<file path="src/rtl/spi_seq_engine.sv">
module spi_seq_engine #(
  parameter int NCS = 8
) (
  input  logic           clk,
  input  logic           rst_n,
  input  logic           cmd_valid,
  output logic           cmd_ready,
  input  logic [15:0]    cmd_data,
  input  logic           sdo_valid,
  output logic           sdo_ready,
  input  logic [7:0]     sdo_data,
  output logic           sdi_valid,
  input  logic           sdi_ready,
  output logic [7:0]     sdi_data,
  output logic           sync_valid,
  output logic [7:0]     sync_id,
  output logic           spi_sclk,
  output logic           spi_mosi,
  output logic           spi_mosi_oe,
  input  logic           spi_mosi_in,
  input  logic           spi_miso,
  output logic [NCS-1:0] spi_cs_n
);
  localparam int WAIT_W = $clog2(256 * 512) + 2;

  typedef enum logic [2:0] {S_IDLE, S_WAIT, S_LOAD, S_SHIFT, S_STORE} state_t;

  state_t             state;
  logic [7:0]         div_q;
  logic [2:0]         cfg_q;
  logic [WAIT_W-1:0]  wcnt;
  logic               cs_op;
  logic [NCS-1:0]     cs_next;
  logic [1:0]         flags;
  logic [7:0]         left;
  logic [7:0]         sh;
  logic [7:0]         rx;
  logic [7:0]         pc;
  logic               ph;
  logic [2:0]         bitc;

  wire [3:0] op   = cmd_data[15:12];
  wire [3:0] a1   = cmd_data[11:8];
  wire [7:0] a2   = cmd_data[7:0];
  wire       take = cmd_valid && cmd_ready;
  wire       din  = cfg_q[2] ? spi_mosi_in : spi_miso;
  wire       in_xfer = (state == S_LOAD) || (state == S_SHIFT) || (state == S_STORE);

  logic [8:0]        wait_n;
  logic [9:0]        period;
  logic [WAIT_W-1:0] wait_len;
  assign wait_n   = (op == 4'd1) ? {5'd0, a1} : ({1'b0, a2} + 9'd1);
  assign period   = {1'b0, div_q, 1'b0} + 10'd2;
  assign wait_len = WAIT_W'(wait_n) * WAIT_W'(period);

  assign cmd_ready   = (state == S_IDLE);
  assign sdo_ready   = (state == S_LOAD) && flags[0];
  assign sdi_valid   = (state == S_STORE) && flags[1];
  assign sdi_data    = rx;
  assign spi_sclk    = (state == S_SHIFT) ? (cfg_q[1] ^ ph ^ cfg_q[0]) : cfg_q[1];
  assign spi_mosi    = (state == S_SHIFT) && sh[7];
  assign spi_mosi_oe = !(in_xfer && cfg_q[2] && flags == 2'b10);

  always_ff @(posedge clk or negedge rst_n) begin
    if (!rst_n) begin
      state      <= S_IDLE;
      div_q      <= '0;
      cfg_q      <= '0;
      wcnt       <= '0;
      cs_op      <= 1'b0;
      cs_next    <= '1;
      spi_cs_n   <= '1;
      flags      <= '0;
      left       <= '0;
      sh         <= '0;
      rx         <= '0;
      pc         <= '0;
      ph         <= 1'b0;
      bitc       <= '0;
      sync_valid <= 1'b0;
      sync_id    <= '0;
    end else begin
      sync_valid <= 1'b0;
      case (state)
        S_IDLE: if (take) begin
          case (op)
            4'd0: begin
              flags <= a1[1:0];
              left  <= a2;
              state <= S_LOAD;
            end
            4'd1: begin
              cs_next <= a2[NCS-1:0];
              cs_op   <= 1'b1;
              wcnt    <= wait_len;
              state   <= S_WAIT;
            end
            4'd2: begin
              if (a1 == 4'd0) div_q <= a2;
              else if (a1 == 4'd1) cfg_q <= a2[2:0];
            end
            4'd3: begin
              if (a1 == 4'd0) begin
                sync_valid <= 1'b1;
                sync_id    <= a2;
              end else if (a1 == 4'd1) begin
                cs_op <= 1'b0;
                wcnt  <= wait_len;
                state <= S_WAIT;
              end
            end
            default: ;
          endcase
        end
        S_WAIT: begin
          if (wcnt == '0) begin
            if (cs_op) spi_cs_n <= cs_next;
            state <= S_IDLE;
          end else begin
            wcnt <= wcnt - 1'b1;
          end
        end
        S_LOAD: if (!flags[0] || sdo_valid) begin
          sh    <= flags[0] ? sdo_data : 8'd0;
          pc    <= div_q;
          ph    <= 1'b0;
          bitc  <= '0;
          state <= S_SHIFT;
        end
        S_SHIFT: begin
          if (pc != 8'd0) begin
            pc <= pc - 8'd1;
          end else begin
            pc <= div_q;
            ph <= ~ph;
            if (ph == cfg_q[0]) rx <= {rx[6:0], din};
            if (ph) begin
              if (bitc == 3'd7) state <= S_STORE;
              else begin
                bitc <= bitc + 3'd1;
                sh   <= {sh[6:0], 1'b0};
              end
            end
          end
        end
        S_STORE: if (!flags[1] || sdi_ready) begin
          if (left == 8'd0) state <= S_IDLE;
          else begin
            left  <= left - 8'd1;
            state <= S_LOAD;
          end
        end
        default: state <= S_IDLE;
      endcase
    end
  end
endmodule

</file>
<file path="config.mk">
export PLATFORM = sky130hd
export DESIGN_NAME = spi_seq_engine
export DESIGN_NICKNAME = d
export VERILOG_FILES = /design/src/rtl/spi_seq_engine.sv
export SDC_FILE = /design/constraint.sdc
export NUM_CORES = 1
export LEC_CHECK = 0
export BUFFER_PORTS_ARGS = -buffer_cell sky130_fd_sc_hd__buf_2
export CORE_UTILIZATION = 55
export DETAILED_ROUTE_END_ITERATION = 10
export GPL_TIMING_DRIVEN = 1
export PLACE_DENSITY = 0.8
export REMOVE_ABC_BUFFERS = 1
export SLEW_MARGIN = 0
export SYNTH_ARGS = -nofsm -noshare
export SYNTH_HDL_FRONTEND = slang
export SYNTH_SLANG_ARGS = --single-unit
</file>
<file path="constraint.sdc">
create_clock -name clk -period 5.9 [get_ports clk]
set_clock_uncertainty 0.15 [all_clocks]
set_input_delay 0.295 -clock clk [delete_from_list [all_inputs] [get_ports clk]]
set_output_delay 0.295 -clock clk [all_outputs]
set_load 0.02 [all_outputs]
</file>
==> results of run 1 <==
state kept, by name, summed over array words and instances (netlist names), 8 cells and up:
name      flops
div_q         8
pc            8
sdi_data      8
sh            8
spi_cs_n      8
wcnt         19
cs_next       8
left          8
sync_id       8
power by group:
part           switching [mW]  internal [mW]  total (mW)
combinational          0.0590         0.0287      0.0877
sequential           0.000990          0.666       0.667
clock                   0.282          0.295       0.577
logic make-up after synthesis:
| family | share of synthesized area (%) |
|---|---|
| XOR/XNOR | 3.17 |
| AND/OR/NAND/NOR | 18.6 |
| flip-flops | 31.7 |
| multiplexers | 8.38 |
| adder cells (fa/ha/maj) | 20.4 |
| buffers and inverters | 5.99 |
| AO/OA/AOI/OAI | 11.8 |
synth_stat cells, drive strengths merged, types with 19 or more instances:
library cell,count
nor3,19
dfrtp,81
nor2,84
a21oi,36
nand3,30
clkbuf,21
ha,46
nand2,71
mux2,54
inv,82
o21ai,55
fa,50
layout by cell type (no fill, tap or decap), types with 10 or more instances in the layout:
cell,count
sky130_fd_sc_hd__mux2_1,15
sky130_fd_sc_hd__a21oi_1,36
sky130_fd_sc_hd__or3_1,11
sky130_fd_sc_hd__dfrtp_1,81
sky130_fd_sc_hd__buf_2,60
sky130_fd_sc_hd__inv_1,81
sky130_fd_sc_hd__mux2_2,39
sky130_fd_sc_hd__o21ai_1,19
sky130_fd_sc_hd__nor3_1,17
sky130_fd_sc_hd__nor2_1,83
sky130_fd_sc_hd__nand2b_1,16
sky130_fd_sc_hd__nand2_1,71
sky130_fd_sc_hd__xor2_1,13
sky130_fd_sc_hd__xnor2_1,12
sky130_fd_sc_hd__dfstp_2,16
sky130_fd_sc_hd__buf_4,12
sky130_fd_sc_hd__and3_1,10
sky130_fd_sc_hd__o21ai_0,36
sky130_fd_sc_hd__ha_1,46
sky130_fd_sc_hd__fa_1,50
sky130_fd_sc_hd__nand3_1,30
area by class of cell:
type	instances	area share (%)
Clock inverter	7	0.778
Inverter	82	3.61
Clock buffer	9	2.64
Multi-Input combinational cell	618	57.0
Sequential cell	97	28.7
Tap cell	176	2.58
Timing Repair Buffer	73	4.70
what timing repair did:
item / CTS / global route
setup endpoints to repair: 0 / 4
hold buffers: 1 / 0
endpoints found under the hold margin: 22 / 0
gates resized for setup: 0 / 7
critical path, stage by stage (launching register included):
cell and delay [ns]:
sky130_fd_sc_hd__dfrtp_1 0.50, sky130_fd_sc_hd__ha_1 0.27, sky130_fd_sc_hd__nand3_1 0.22, sky130_fd_sc_hd__nor2_2 0.31, sky130_fd_sc_hd__xor2_2 0.26, sky130_fd_sc_hd__nand2_1 0.11
sky130_fd_sc_hd__fa_1 0.51, sky130_fd_sc_hd__inv_1 0.05, sky130_fd_sc_hd__fa_1 0.50, sky130_fd_sc_hd__inv_1 0.05, sky130_fd_sc_hd__fa_1 0.46, sky130_fd_sc_hd__fa_1 0.54
sky130_fd_sc_hd__inv_1 0.04, sky130_fd_sc_hd__ha_1 0.30, sky130_fd_sc_hd__o21ai_0 0.16, sky130_fd_sc_hd__a211oi_2 0.35, sky130_fd_sc_hd__o211ai_1 0.16, sky130_fd_sc_hd__a2111oi_0 0.48
sky130_fd_sc_hd__nor3_1 0.10
routing by layer:
| metal | vias to the layer above | track usage, % | wire (µm) |
|---|---|---|---|
| met4 | 0 | 7.33 | 262 |
| met5 | - | 0 | 0 |
| met1 | 3006 | 33.8 | 7870 |
| met2 | 186 | 44.4 | 8480 |
| li1 | 2933 | - | - |
| met3 | 26 | 4.81 | 950 |
worst max path at each step:
| stage | startpoint | endpoint | slack, ns | cells after the start |
|---|---|---|---|---|
| floorplan | cmd_data[15] | wcnt[18]$_DFFE_PN0P_ | 0.37 | 18 |
| global placement | cmd_data[12] | wcnt[15]$_DFFE_PN0P_ | 0.31 | 19 |
| detailed placement | cmd_data[0] | wcnt[15]$_DFFE_PN0P_ | 0.16 | 18 |
| CTS | div_q[0]$_DFFE_PN0P_ | wcnt[18]$_DFFE_PN0P_ | 0.18 | 18 |
| global route | div_q[0]$_DFFE_PN0P_ | wcnt[18]$_DFFE_PN0P_ | -0.05 | 18 |
| finish | div_q[0]$_DFFE_PN0P_ | wcnt[15]$_DFFE_PN0P_ | 0.24 | 18 |
stage by stage:
stage          setup TNS, ns  cells
2_1_floorplan              0    797
3_3_place_gp               0   1045
3_5_place_dp               0   1045
4_1_cts                    0   1062
5_1_grt               -0.119   1062
6_report                   0   1062
==> results.rst, run 1 <==
.. list-table::
   :header-rows: 1

   * - Metric
     - Value
   * - Boundary Pins
     - 62
   * - Worst hold endpoint
     - sh[0]$_DFFE_PN0P_
   * - Fillers
     - 1,143
   * - Maximum VDD drop
     - 0.000235 V
   * - Headroom to the max-slew limit
     - 36.6%
   * - Combined area of the multi-input logic cells
     - 4850 µm²
   * - Final instance area
     - 8520 µm²
   * - Number of remaining DRC errors
     - 0
   * - Routed length per placed instance
     - 16.5 µm
   * - Area fraction of the dominant cell type after synthesis
     - 26.2%
   * - Reg2Reg Launch Point
     - div_q[0]$_DFFE_PN0P_
   * - Die Width
     - 121 µm
   * - Reg-to-reg setup timing slack
     - 0.24 ns
   * - Initial core utilization
     - 57.5%
   * - Buffers from clock root to sink, at most
     - 2
   * - Critical Setup Path Class
     - reg2reg
   * - Floorplan die area
     - 14,500 µm²
   * - Flop and latch count out of synthesis
     - 97
   * - Highest net fanout along the worst path
     - 7
   * - Synth Instances
     - 831
   * - Sinks on Clock Net
     - 97
   * - Worst slack after detailed placement
     - 0.155 ns
   * - Drt first-iter violations
     - 500
   * - CP Launch Type
     - flop
   * - Most common flop cell mapped by yosys
     - sky130_fd_sc_hd__dfrtp_1
   * - Max-cap check violation count
     - 0
   * - Shortest period the worst path allows
     - 5.66 ns
   * - Port buffer count
     - 61
   * - Worst-skew pair later-pin latency
     - 0.36 ns
   * - Number of H-tree levels
     - 3
   * - Overall power consumption
     - 1.33 mW
   * - Setup Viol. Count Final
     - 0
   * - Final Cycle Share
     - 96.0%
   * - Highest Clock Rate
     - 177 MHz
   * - Capture instance of the worst register-to-register path
     - wcnt[15]$_DFFE_PN0P_
   * - Worst-margin pin slew
     - 0.944 ns
   * - Maximum number of pins on one net before global-route repair
     - 76
   * - Clock-pin transition on the worst setup and hold timing paths
     - 0.08 ns
   * - Total wirelength of the detailed-routed design
     - 17,600 µm
   * - Worst Hold Depth
     - 3
   * - Area added between synthesis and finish
     - 10.2%
   * - Static power due to leakage
     - 4.23 nW
   * - Overall via count from detail_route
     - 6,151
   * - Number of nets in the layout
     - 1,008
   * - Die height
     - 121 µm
   * - Ys async rst share
     - 100%
   * - Clock tree root buffer cell
     - sky130_fd_sc_hd__clkbuf_16
   * - Synth Warn #
     - 0
   * - Total power divided by cell area
     - 156 nW/µm²
   * - Result of the run
     - complete, no violations
   * - Footprint of the flip-flops and latches
     - 2450 µm²
   * - Hold/Removal Path Class
     - in2reg
   * - Vias in the first global route
     - 6,183
   * - Fin util
     - 63.3%
   * - Data arrival time of the critical path
     - 5.73 ns
   * - Number of distinct library cell variants in the gate-level netlist after synthesis
     - 69
   * - Start point of the worst min-delay path
     - sdo_data[0]
   * - Proportion of synthesized chip area in sequential cells
     - 31.7%
   * - Leading area contributor after synthesis
     - sky130_fd_sc_hd__dfrtp_1
   * - Diode insertion count for antenna repair
     - 0
   * - Number of synthesized flops with an enable pin
     - 0
   * - Last weighted congestion value of the routability-driven placer
     - 0.915
   * - Clock buffer count from CTS
     - 9
   * - Overall global routing resource usage
     - 26.0%
   * - Count of pins over their slew limit
     - 0
   * - Biggest area contributors in the synthesized netlist
     - sky130_fd_sc_hd__dfrtp_1, sky130_fd_sc_hd__fa_1, sky130_fd_sc_hd__ha_1
   * - Global-route wire length before repair
     - 29,500 µm
   * - Number of rows in the core area
     - 42
   * - DP Wirelength
     - 13,300 µm
   * - Number of antenna violations at the first check in global routing
     - 0
   * - Core Footprint
     - 13,500 µm²
   * - Critical path data required time
     - 5.97 ns
   * - Remaining antenna violation count after routing
     - 0
   * - Post-CTS setup repair buffer count
     - 0
   * - Synthesized cell area
     - 7730 µm²
   * - Pre-antenna DRT Iters
     - 5
   * - Vias per inst
     - 5.79
   * - Share of cells above drive strength 1
     - 18.6%
   * - Worst hold-check slack
     - 0.0427 ns
   * - Least setup slack across all paths after layout
     - 0.236 ns
   * - Area after detailed placement
     - 8190 µm²
   * - Register-to-Register Path Depth
     - 18
   * - Kind of end point of the critical path
     - flop
   * - Final hold viol count
     - 0
   * - Grt ovf
     - 0
   * - CTS tree
     - built
   * - Average cell area after synthesis
     - 9.30 µm²
Power figures use the tool's default switching activity.
==> run 2: changes to the inputs <==
- clock period: 5.9 -> 6.55 ns (I/O delays scaled with it)
==> results.rst, run 2 (synthesized netlist as in run 1, its figures left out) <==
.. list-table::
   :header-rows: 1

   * - Metric
     - Value
   * - Result of the run
     - complete, no violations
   * - Largest register by flop count
     - wcnt
   * - Critical path data required time
     - 6.65 ns
   * - Least setup slack across all paths after layout
     - 0.723 ns
   * - Static power due to leakage
     - 4.21 nW
   * - DP Wirelength
     - 13,500 µm
   * - Core Footprint
     - 13,500 µm²
   * - Cells traversed along the worst timing path
     - and3_1 -> nand3_1 -> nor2_1 -> xnor2_1 -> nor2_1 -> fa_1 -> fa_1 -> fa_1 -> inv_1 -> fa_1 -> inv_1 -> ha_1 -> a2111oi_0 -> o21ai_0 -> nand2_1 -> o31ai_1 -> a311o_1 -> o221ai_1
   * - Max FFs per register
     - 19
   * - Maximum number of pins on one net before global-route repair
     - 56
   * - Last weighted congestion value of the routability-driven placer
     - 0.888
   * - Global-route wire length before repair
     - 30,100 µm
   * - Buf/Inv on CP
     - 2
   * - Max incr delay on CP
     - 0.69 ns
   * - RSZ-0062 raised after global routing
     - no
   * - CTS tree
     - built
   * - Grt ovf
     - 0
   * - Overall global routing resource usage
     - 26.2%
   * - Highest net fanout along the worst path
     - 9
   * - Headroom to the max-slew limit
     - 35.6%
   * - Area added between synthesis and finish
     - 9.11%
   * - Highest Clock Rate
     - 172 MHz
   * - Die height
     - 121 µm
   * - Pre-antenna DRT Iters
     - 5
   * - Total power divided by cell area
     - 141 nW/µm²
   * - Buffers from clock root to sink, at most
     - 2
   * - Vias per inst
     - 5.83
   * - Worst-margin pin slew
     - 0.959 ns
   * - Number of remaining DRC errors
     - 0
   * - Leading cell types in the layout, fill and taps excluded
     - sky130_fd_sc_hd__nor2_1, sky130_fd_sc_hd__inv_1, sky130_fd_sc_hd__dfrtp_1
   * - Share of cells above drive strength 1
     - 17.5%
   * - Number of nets in the layout
     - 1,002
   * - Drt first-iter violations
     - 399
   * - Routed length per placed instance
     - 16.6 µm
   * - Maximum VDD drop
     - 0.000180 V
   * - Number of H-tree levels
     - 3
   * - Worst slack after detailed placement
     - 0.666 ns
   * - Overall via count from detail_route
     - 6,159
   * - Hold/Removal Path Class
     - in2reg
   * - Final hold viol count
     - 0
   * - Data arrival time of the critical path
     - 5.93 ns
   * - Kind of end point of the critical path
     - flop
   * - Final Cycle Share
     - 89.0%
   * - Total wirelength of the detailed-routed design
     - 17,600 µm
   * - Clock-pin transition on the worst setup and hold timing paths
     - 0.07 ns
   * - Initial core utilization
     - 57.5%
   * - Number of rows in the core area
     - 42
   * - Die Width
     - 121 µm
   * - Shortest period the worst path allows
     - 5.83 ns
   * - Count of pins over their slew limit
     - 0
   * - CP Launch Type
     - flop
   * - Floorplan die area
     - 14,500 µm²
   * - Vias in the first global route
     - 6,262
   * - Cell with the biggest individual delay on the critical path
     - sky130_fd_sc_hd__xnor2_1
   * - Clock buffer count from CTS
     - 9
   * - Diode insertion count for antenna repair
     - 0
   * - Clock tree root buffer cell
     - sky130_fd_sc_hd__clkbuf_16
   * - Port buffer count
     - 61
   * - Sinks on Clock Net
     - 97
   * - Remaining antenna violation count after routing
     - 0
   * - Critical Setup Path Class
     - reg2reg
   * - Setup Viol. Count Final
     - 0
   * - Number of antenna violations at the first check in global routing
     - 0
   * - Leading cell type in the layout, fill and taps excluded
     - sky130_fd_sc_hd__nor2_1
   * - Delay-heaviest family, CP
     - adder cells
   * - Most repeated library cell on the critical path
     - sky130_fd_sc_hd__fa_1
   * - Boundary Pins
     - 62
   * - Setup TNS
     - 0 ns
   * - Max-cap check violation count
     - 0
   * - Worst-skew pair later-pin latency
     - 0.35 ns
run 2: cell types whose count changed in the layout (fill, tap and decap cells not counted), sizes merged:
cell      delta
inv          +2
clkinvlp     -2
buf          -6
run 2: worst register-to-register path, delay by kind of cell, from the launching register on:
kind            cells  cell delay, ns
fa+ha+maj           5            2.41
compound gates      5            1.17
xor+xnor            1            0.69
simple gates        5            0.74
buf+inv             2            0.10
flops               1            0.46
run 2: through the flow:
stage	total power, mW	instance area, µm²	cells	utilization [%]	hold WS [ns]
after floorplan	0.645	7570	797	-	-0.118
after global placement	0.687	8140	1039	60.5	0.217
after detailed placement	0.689	8140	1039	60.5	0.213
after CTS	1.20	8430	1056	62.7	0.0857
after global routing	1.23	8430	1056	62.7	0.109
final	1.19	8430	1056	62.7	0.0963
run 2: cell type report:
cell class                      instances  area [µm²]
Timing Repair Buffer                   67         355
Inverter                               82         308
Clock inverter                          7        58.8
Fill cell                            1196        5020
Tap cell                              176         220
Clock buffer                            9         225
Multi-Input combinational cell        618        4820
Sequential cell                        97        2450
run 2: what timing repair did:
item                                   in CTS  in global routing
hold buffers                                1                  0
endpoints found under the hold margin      42                  0
gates resized for setup                     0                  0
buffers inserted                            0                  0
run 2: worst paths after layout:
| path | from | to | slack [ns] | depth (start not counted) |
|---|---|---|---|---|
| hold / removal | sdo_data[0] | sh[0]$_DFFE_PN0P_ | 0.1 | 3 |
| hold reg to reg | sh[7]$_DFFE_PN0P_ | sh[7]$_DFFE_PN0P_ | 0.33 | 1 |
| setup reg to reg | div_q[1]$_DFFE_PN0P_ | wcnt[18]$_DFFE_PN0P_ | 0.72 | 18 |
| min in group asynchronous | rst_n | sdi_data[7]$_DFFE_PN0P_ | 0.36 | 2 |
| setup / recovery | div_q[1]$_DFFE_PN0P_ | wcnt[18]$_DFFE_PN0P_ | 0.72 | 18 |
| max in group asynchronous | rst_n | sync_id[0]$_DFFE_PN0P_ | 4.79 | 3 |
run 2: per-layer routing:
layer | track usage, % | routed length, µm | share of wire, %
met5 | 0 | 0 | 0
met4 | 7.87 | 305 | 1.7
met3 | 5.42 | 1150 | 6.5
met2 | 43.9 | 8370 | 48
met1 | 34.3 | 7760 | 44
run 2: power by group:
part	internal [mW]	switching, mW
Clock	0.265	0.247
Combinational	0.0247	0.0531
Sequential	0.600	0.000895
Total	0.889	0.301
==> run 3: changes to the inputs <==
- CTS_BUF_LIST: unset -> sky130_fd_sc_hd__clkbuf_8
==> results.rst, run 3 (synthesized netlist as in run 1, its figures left out) <==
.. list-table::
   :header-rows: 1

   * - Metric
     - Value
   * - Vias in the first global route
     - 6,241
   * - Critical path data required time
     - 6.69 ns
   * - Total wirelength of the detailed-routed design
     - 17,500 µm
   * - Floorplan die area
     - 14,500 µm²
   * - Max-cap check violation count
     - 0
   * - Share of total power in the clock network
     - 35.6%
   * - Headroom to the max-slew limit
     - 34.6%
   * - RSZ-0062 raised after global routing
     - no
   * - Number of H-tree levels
     - 3
   * - Routed length per placed instance
     - 16.6 µm
   * - Final Instance Count excl. Fillers
     - 1,056
   * - Last weighted congestion value of the routability-driven placer
     - 0.888
   * - Post-CTS setup repair buffer count
     - 0
   * - Worst hold-check slack
     - 0.0540 ns
   * - Kind of end point of the critical path
     - flop
   * - Pre-antenna DRT Iters
     - 4
   * - Reg-to-reg setup timing slack
     - 0.70 ns
   * - Least setup slack across all paths after layout
     - 0.699 ns
   * - Final Cycle Share
     - 89.3%
   * - Setup Viol. Count Final
     - 0
   * - Die height
     - 121 µm
   * - Port buffer count
     - 61
   * - DP Wirelength
     - 13,500 µm
   * - Setup TNS
     - 0 ns
   * - Maximum VDD drop
     - 0.000171 V
   * - Met2 routed WL
     - 8320 µm
   * - Cell-internal power
     - 0.770 mW
   * - Area after detailed placement
     - 8140 µm²
   * - Result of the run
     - complete, no violations
   * - Vias per inst
     - 5.82
   * - Boundary Pins
     - 62
   * - Clock-pin transition on the worst setup and hold timing paths
     - 0.10 ns
   * - Routed met3 length
     - 1140 µm
   * - Sinks on Clock Net
     - 97
   * - Initial core utilization
     - 57.5%
   * - Highest net fanout along the worst path
     - 9
   * - Count of placed standard cells including taps
     - 1,039
   * - Overall global routing resource usage
     - 26.1%
   * - Count of pins over their slew limit
     - 0
   * - Switching Fraction
     - 27.0%
   * - Final hold viol count
     - 0
   * - Grt ovf
     - 0
   * - Shortest period the worst path allows
     - 5.85 ns
   * - Worst-margin pin slew
     - 0.974 ns
   * - Capture instance of the worst register-to-register path
     - wcnt[18]$_DFFE_PN0P_
   * - Overall power consumption
     - 1.05 mW
   * - Worst slack after detailed placement
     - 0.666 ns
   * - Buffers from clock root to sink, at most
     - 2
   * - Post-route met1 wirelength
     - 7750 µm
   * - Post_cts resized
     - 0
   * - Overall via count from detail_route
     - 6,145
   * - Number of buffers added to fix hold violations after cts
     - 1
   * - Number of nets in the layout
     - 1,002
   * - Static power due to leakage
     - 4.17 nW
   * - Core Footprint
     - 13,500 µm²
   * - Critical Setup Path Class
     - reg2reg
   * - Register-to-Register Path Depth
     - 18
   * - Leading cell types in the layout, fill and taps excluded
     - sky130_fd_sc_hd__nor2_1, sky130_fd_sc_hd__inv_1, sky130_fd_sc_hd__dfrtp_1
   * - Number of rows in the core area
     - 42
   * - Crit path from
     - div_q[1]$_DFFE_PN0P_
   * - CP Launch Type
     - flop
   * - Number of antenna violations at the first check in global routing
     - 0
   * - Fin util
     - 61.9%
   * - Flop pwr share
     - 57.0%
   * - Clock tree root buffer cell
     - sky130_fd_sc_hd__clkbuf_8
   * - Remaining antenna violation count after routing
     - 0
   * - Max FFs per register
     - 19
   * - Diode insertion count for antenna repair
     - 0
   * - Highest Clock Rate
     - 171 MHz
   * - Share of cells above drive strength 1
     - 17.5%
   * - Leading cell type in the layout, fill and taps excluded
     - sky130_fd_sc_hd__nor2_1
   * - Logic pwr share
     - 7.4%
   * - Critical Path End
     - wcnt[18]$_DFFE_PN0P_
   * - Total power divided by cell area
     - 126 nW/µm²
   * - Maximum number of pins on one net before global-route repair
     - 56
   * - Hold/Removal Path Class
     - in2reg
   * - Final instance area
     - 8330 µm²
   * - Reg2Reg Launch Point
     - div_q[1]$_DFFE_PN0P_
   * - Net switching power
     - 0.284 mW
   * - Number of remaining DRC errors
     - 0
   * - Global-route wire length before repair
     - 30,000 µm
   * - Drt first-iter violations
     - 430
   * - Highest routing layer actually used
     - met4
   * - Worst-skew pair later-pin latency
     - 0.38 ns
   * - Data arrival time of the critical path
     - 5.99 ns
   * - Die Width
     - 121 µm
   * - CTS tree
     - built
   * - Largest register by flop count
     - wcnt
   * - Area added between synthesis and finish
     - 7.80%
   * - Clock buffer count from CTS
     - 9
-- run 3: cell counts in the layout (fill, tap and decap cells not counted) --
No cell type changed its count.
-- run 3: metal layers --
| layer | vias to the layer above | track usage (%) |
|---|---|---|
| li1 | 2922 | - |
| met1 | 3003 | 33.9 |
| met2 | 195 | 44.0 |
| met3 | 25 | 5.61 |
| met4 | 0 | 7.10 |
| met5 | - | 0 |
-- run 3: how the worst min path moves through the flow --
stage               slack (ns)  cells past startpoint                 endpoint        start
floorplan                -0.12                      0      bitc[0]$_DFFE_PN0P_        rst_n
global placement          0.22                      1  sdi_data[7]$_DFFE_PN0P_        rst_n
detailed placement        0.21                      1  sdi_data[7]$_DFFE_PN0P_        rst_n
CTS                       0.04                      3        sh[0]$_DFFE_PN0P_  sdo_data[0]
global route              0.06                      3        sh[0]$_DFFE_PN0P_  sdo_data[0]
finish                    0.05                      3        sh[0]$_DFFE_PN0P_  sdo_data[0]
-- run 3: layout make-up --
class	count	area (µm²)
Clock buffer	9	124
Clock inverter	7	58.8
Fill cell	1216	5120
Inverter	82	308
Multi-Input combinational cell	618	4820
Sequential cell	97	2450
Tap cell	176	220
Timing Repair Buffer	67	355
-- run 3: power by group through the flow --
stage | clock network [mW] | registers, mW | logic [mW]
finish | 0.375 | 0.600 | 0.0782
global route | 0.402 | 0.601 | 0.0874
CTS | 0.385 | 0.600 | 0.0780
detailed placement | 0 | 0.612 | 0.0769
global placement | 0 | 0.612 | 0.0755
floorplan | 0 | 0.612 | 0.0333
-- run 3: critical path, cell delays in order (launching register included) --
cell and delay [ns]:
sky130_fd_sc_hd__dfrtp_1 0.47, sky130_fd_sc_hd__and3_1 0.21, sky130_fd_sc_hd__nand3_1 0.16, sky130_fd_sc_hd__nor2_1 0.09, sky130_fd_sc_hd__xnor2_1 0.71, sky130_fd_sc_hd__nor2_1 0.15, sky130_fd_sc_hd__fa_1 0.53, sky130_fd_sc_hd__fa_1 0.45
sky130_fd_sc_hd__fa_1 0.54, sky130_fd_sc_hd__inv_1 0.06, sky130_fd_sc_hd__fa_1 0.53, sky130_fd_sc_hd__inv_1 0.04, sky130_fd_sc_hd__ha_1 0.35, sky130_fd_sc_hd__a2111oi_0 0.46, sky130_fd_sc_hd__o21ai_0 0.15, sky130_fd_sc_hd__nand2_1 0.13
sky130_fd_sc_hd__o31ai_1 0.11, sky130_fd_sc_hd__a311o_1 0.38, sky130_fd_sc_hd__o221ai_1 0.07
